### config.mk
export PLATFORM = sky130hd
export DESIGN_NAME = prg_bank_mapper
export DESIGN_NICKNAME = d
export VERILOG_FILES = /design/src/rtl/prg_bank_mapper.sv
export SDC_FILE = /design/constraint.sdc
export NUM_CORES = 1
export LEC_CHECK = 0
export ABC_CLOCK_PERIOD_IN_PS = 1800
export CORE_ASPECT_RATIO = 0.9
export CORE_MARGIN = 2
export CORE_UTILIZATION = 43
export DETAILED_ROUTE_END_ITERATION = 12
export GPL_TIMING_DRIVEN = 0
export PLACE_DENSITY = 0.79
export RECOVER_POWER = 100
export SETUP_SLACK_MARGIN = 0.2
export SKIP_CTS_REPAIR_TIMING = 1
export SLEW_MARGIN = 0
export SYNTH_ARGS = -nofsm -noshare
export SYNTH_HDL_FRONTEND = slang
export SYNTH_SLANG_ARGS = --single-unit
### constraint.sdc
create_clock -name clk -period 1.8 [get_ports clk]
set_input_delay 0.36 -clock clk [delete_from_list [all_inputs] [get_ports clk]]
set_output_delay 0.36 -clock clk [all_outputs]
set_load 0.05 [all_outputs]
### src/rtl/prg_bank_mapper.sv
module prg_bank_mapper #(
  parameter int PRG_AW = 17,
  parameter int BANK_W = 8
) (
  input  logic              clk,
  input  logic              rst,
  input  logic [15:0]       cpu_addr,
  input  logic [7:0]        cpu_data,
  input  logic              cpu_wr,
  input  logic              four_screen,
  output logic [PRG_AW-1:0] phys_addr,
  output logic              mirror_horiz
);
  localparam int NB_W   = PRG_AW - 13;
  localparam int NBANKS = 1 << NB_W;

  logic [3:0]        sel_idx;
  logic              swap_q;
  logic [BANK_W-1:0] bank_a, bank_b, bank_c;
  logic              mirror_q;
  logic [NB_W-1:0]   win_bank;

  wire       in_space = cpu_wr && cpu_addr[15];
  wire [2:0] wr_kind  = {cpu_addr[14:13], cpu_addr[0]};

  wire unused_ok = ^{1'b0, cpu_data[7], cpu_data[5:4], bank_a, bank_b, bank_c};

  always_ff @(posedge clk) begin
    if (rst) begin
      sel_idx  <= '0;
      swap_q   <= 1'b0;
      bank_a   <= BANK_W'(NBANKS - 4);
      bank_b   <= BANK_W'(NBANKS - 3);
      bank_c   <= BANK_W'(NBANKS - 2);
      mirror_q <= 1'b0;
    end else if (in_space) begin
      case (wr_kind)
        3'b000: begin
          sel_idx <= cpu_data[3:0];
          swap_q  <= cpu_data[6];
        end
        3'b001: begin
          case (sel_idx)
            4'd6:    bank_a <= cpu_data[BANK_W-1:0];
            4'd7:    bank_b <= cpu_data[BANK_W-1:0];
            4'd15:   bank_c <= cpu_data[BANK_W-1:0];
            default: ;
          endcase
        end
        3'b010: if (!four_screen) mirror_q <= cpu_data[0];
        default: ;
      endcase
    end
  end

  always_comb begin
    case (cpu_addr[15:13])
      3'b100:  win_bank = swap_q ? bank_c[NB_W-1:0] : bank_a[NB_W-1:0];
      3'b101:  win_bank = swap_q ? bank_a[NB_W-1:0] : bank_b[NB_W-1:0];
      3'b110:  win_bank = swap_q ? bank_b[NB_W-1:0] : bank_c[NB_W-1:0];
      default: win_bank = '1;
    endcase
  end

  assign phys_addr    = {win_bank, cpu_addr[12:0]};
  assign mirror_horiz = mirror_q;


  top_window_chk: assert property (@(posedge clk) disable iff (rst)
    (cpu_addr[15:13] == 3'b111) |-> (phys_addr[PRG_AW-1:13] == {NB_W{1'b1}}));


  idle_stable_chk: assert property (@(posedge clk) disable iff (rst)
    (!cpu_wr || !cpu_addr[15]) |=> $stable({sel_idx, swap_q, bank_a, bank_b, bank_c, mirror_q}));


  bad_index_chk: assert property (@(posedge clk) disable iff (rst)
    (in_space && wr_kind == 3'b001 && sel_idx != 4'd6 && sel_idx != 4'd7 && sel_idx != 4'd15)
    |=> $stable({bank_a, bank_b, bank_c}));


  mirror_load_chk: assert property (@(posedge clk) disable iff (rst)
    (in_space && wr_kind == 3'b010 && !four_screen) |=> (mirror_horiz == $past(cpu_data[0])));


  strap_lock_chk: assert property (@(posedge clk) disable iff (rst)
    four_screen |=> $stable(mirror_horiz));
endmodule

==> results <==
==> sequential cells by signal (all words and copies together) (netlist names) <==
name          flops
swap_q            1
bank_c            4
bank_a            4
mirror_horiz      1
sel_idx           4
bank_b            4
==> stage by stage <==
step                total power [W]  cells  instance area (sq um)  setup slack (ns)
global route               0.000917    185                   1650            -0.244
floorplan                  0.000561    120                   1230             0.172
CTS                        0.000901    182                   1600            -0.999
finish                     0.000891    185                   1650            -0.203
global placement           0.000647    178                   1560            -0.969
detailed placement         0.000651    178                   1560            -0.987
==> cells in the final DEF, fill, tap and decap left out, drive strengths merged, types with 2 or more instances in the layout <==
cell,synthesis,final
nor2,13,13
dlymetal6s2s,0,2
a22oi,4,4
dfxtp,18,18
nand3b,6,6
dlygate4sd3,0,9
nand3,5,5
o21ai,9,9
mux2,12,12
buf,14,20
nand2b,6,6
nor4,2,2
clkdlybuf4s50,0,9
mux2i,12,12
a21oi,6,6
clkbuf,3,14
==> cell type report <==
cell class	instances	area [sq um]	share of cell area [%]
timing repair buffer	33	324	19.7
inverter	1	3.75	0.228
sequential	18	364	22.1
tap	28	35.0	2.13
multi-input combinational	84	761	46.2
buffer	17	124	7.52
clock buffer	4	36.3	2.20
==> path summary, 6_finish.rpt <==
kind / cells past startpoint / slack (ns) / to / from
setup / recovery: 5 / -0.20 / phys_addr[15] / swap_q
hold / removal: 2 / 0.51 / bank_c[0] / bank_c[0]
setup reg to reg: 3 / 0.47 / bank_b[2] / sel_idx[1]
hold reg to reg: 2 / 0.51 / bank_c[0] / bank_c[0]
==> power breakdown <==
part | total [W] | switching (W) | internal [W]
Sequential | 0.000401 | 0.00000229 | 0.000398
Clock | 0.000253 | 0.000130 | 0.000124
Combinational | 0.000237 | 0.000141 | 0.0000964
==> tightest hold or removal path: stages (launching register included) <==
cell and delay (ns):
dfxtp_1 0.33, nand2b_1 0.07, mux2i_1 0.06
==> cells by family (layout without fill, tap and decap cells) <==
family | Yosys count | in the layout | synth area share (%)
compound gates | 20 | 20 | 10.0
simple gates | 40 | 40 | 26.3
mux | 24 | 24 | 22.2
buf+inv | 18 | 55 | 10.2
flops | 18 | 18 | 31.3
==> metal layers <==
| metal | up-vias | global-route usage, % |
|---|---|---|
| met5 | - | 0 |
| met4 | 0 | 11.6 |
| met3 | 8 | 3.18 |
| met2 | 41 | 32.2 |
| met1 | 484 | 23.2 |
| li1 | 496 | - |
==> reports/metrics.yaml <==
drt:
  dr_wl_met3_um: 164
  vias: 1029
  via_per_inst: 5.56
  drt_iter0_markers: 16
  drc: 0
  routed_wl_um: 2800
  highest_layer: "met4"
  wl_met2_um: 1310
  firstDrtPassIters: 4
  wl_met1_um: 1260
  antenna_left: 0
  wire_per_inst_um: 15.1
run_status:
  status: "complete, but fails checks"
  violations: "negative setup slack"
clock_network:
  cts_buffers: 3
  root_buffer: "clkbuf_4"
  clk_pin_slew_ns: 0.10
  insertion_delay_ns: 0.30
  cts_tree: "built"
  cts.sinks: 18
  clk_path_buf_depth: 2
  htree_num_levels: 1
placed_design:
  hpwlAfterDp_um: 2150
  place_congestion: 0.761
  io_buffers: 30
critical_path:
  cp-start-kind: "register"
  critPathBufInv: 2
  critPathKind: "register to output port"
  critical_path.slowest_cell: "dfxtp_4"
  arrival_ns: 1.64
  worstPathMaxFanout: 5
  cp_data_required_time_ns: 1.44
  max_stage_delay_ns: 0.41
  critPathTopFamily: "flip-flops"
  end_kind: "output port"
  cp_cell_sequence: "buf_4 > mux2_2 > a22oi_2 > nand3_4 > buf_8"
synth:
  ys.flop_type: "dfxtp_1"
  synthTopCellsByCount: "18 x dfxtp_1, 13 x buf_4, 13 x nor2_1"
  netlist_area_sq_um: 1150
  ys_async_sr_fraction_pct: 0
  mappedNetlistNets: 148
  netlist_top_cells_area: "dfxtp_1 31%, mux2i_1 10%, mux2_1 8.8%"
  synth_seq_cells: 18
  yosysMostFrequentCell: "dfxtp_1"
  synth_area_per_cell_sq_um: 9.59
  synth_edf_count: 0
  yosys.area.top_type: "dfxtp_1"
  ys_seq_area_share_pct: 31.3
  ys_types: 27
  netlist.area_leader.share_pct: 31.3
  yosysWarnings: 0
  netlist_instances: 120
flow_run:
  drv_cap: 0
timing:
  rsz0062_at_grt: "yes"
  slew_violations: 0
  hold_viol_final: 0
  fin_tns_setup_ns: -0.759
  worstMarginPinSlew_ns: 0.605
  skew_ns: 0.00147
  finalSetupViolations: 4
  slew_headroom_pct: 59.9
  layout_min_cycle_time_ns: 2.00
  timing.fmax_mhz: 499
  hold_slack_ns: 0.505
  fin_crit_sh_pct: 111
  setup_ws_ns: -0.203
floorplanning:
  io_pins: 46
  die_x_um: 58.5
  core_area_sq_um: 2490
  die_y_um: 53.1
  num_rows: 17
  start_util_pct: 46.3
  die_area_sq_um: 3110
global_route:
  antenna_found_initial: 0
  grt_pass1_wl_um: 4380
  grt_max_degree: 11
  gr-total-overflow: 0
  grtUsageTotal_pct: 19.3
  grt_pass1_vias: 1004
layout:
  nets: 186
  fill_cells: 207
  num_antenna_cells: 0
  finish.utilization_pct: 66.2
  layout-drive-gt1-share_pct: 31.2
  area_growth_pct: 43.2
pwr:
  p_per_area_nw_per_um2: 541
  leakage_nw: 0.626
  vdd_drop_max_mv: 0.401
hold_path:
  min_path_type: "register to register"
(Power assumes the default switching activity.)
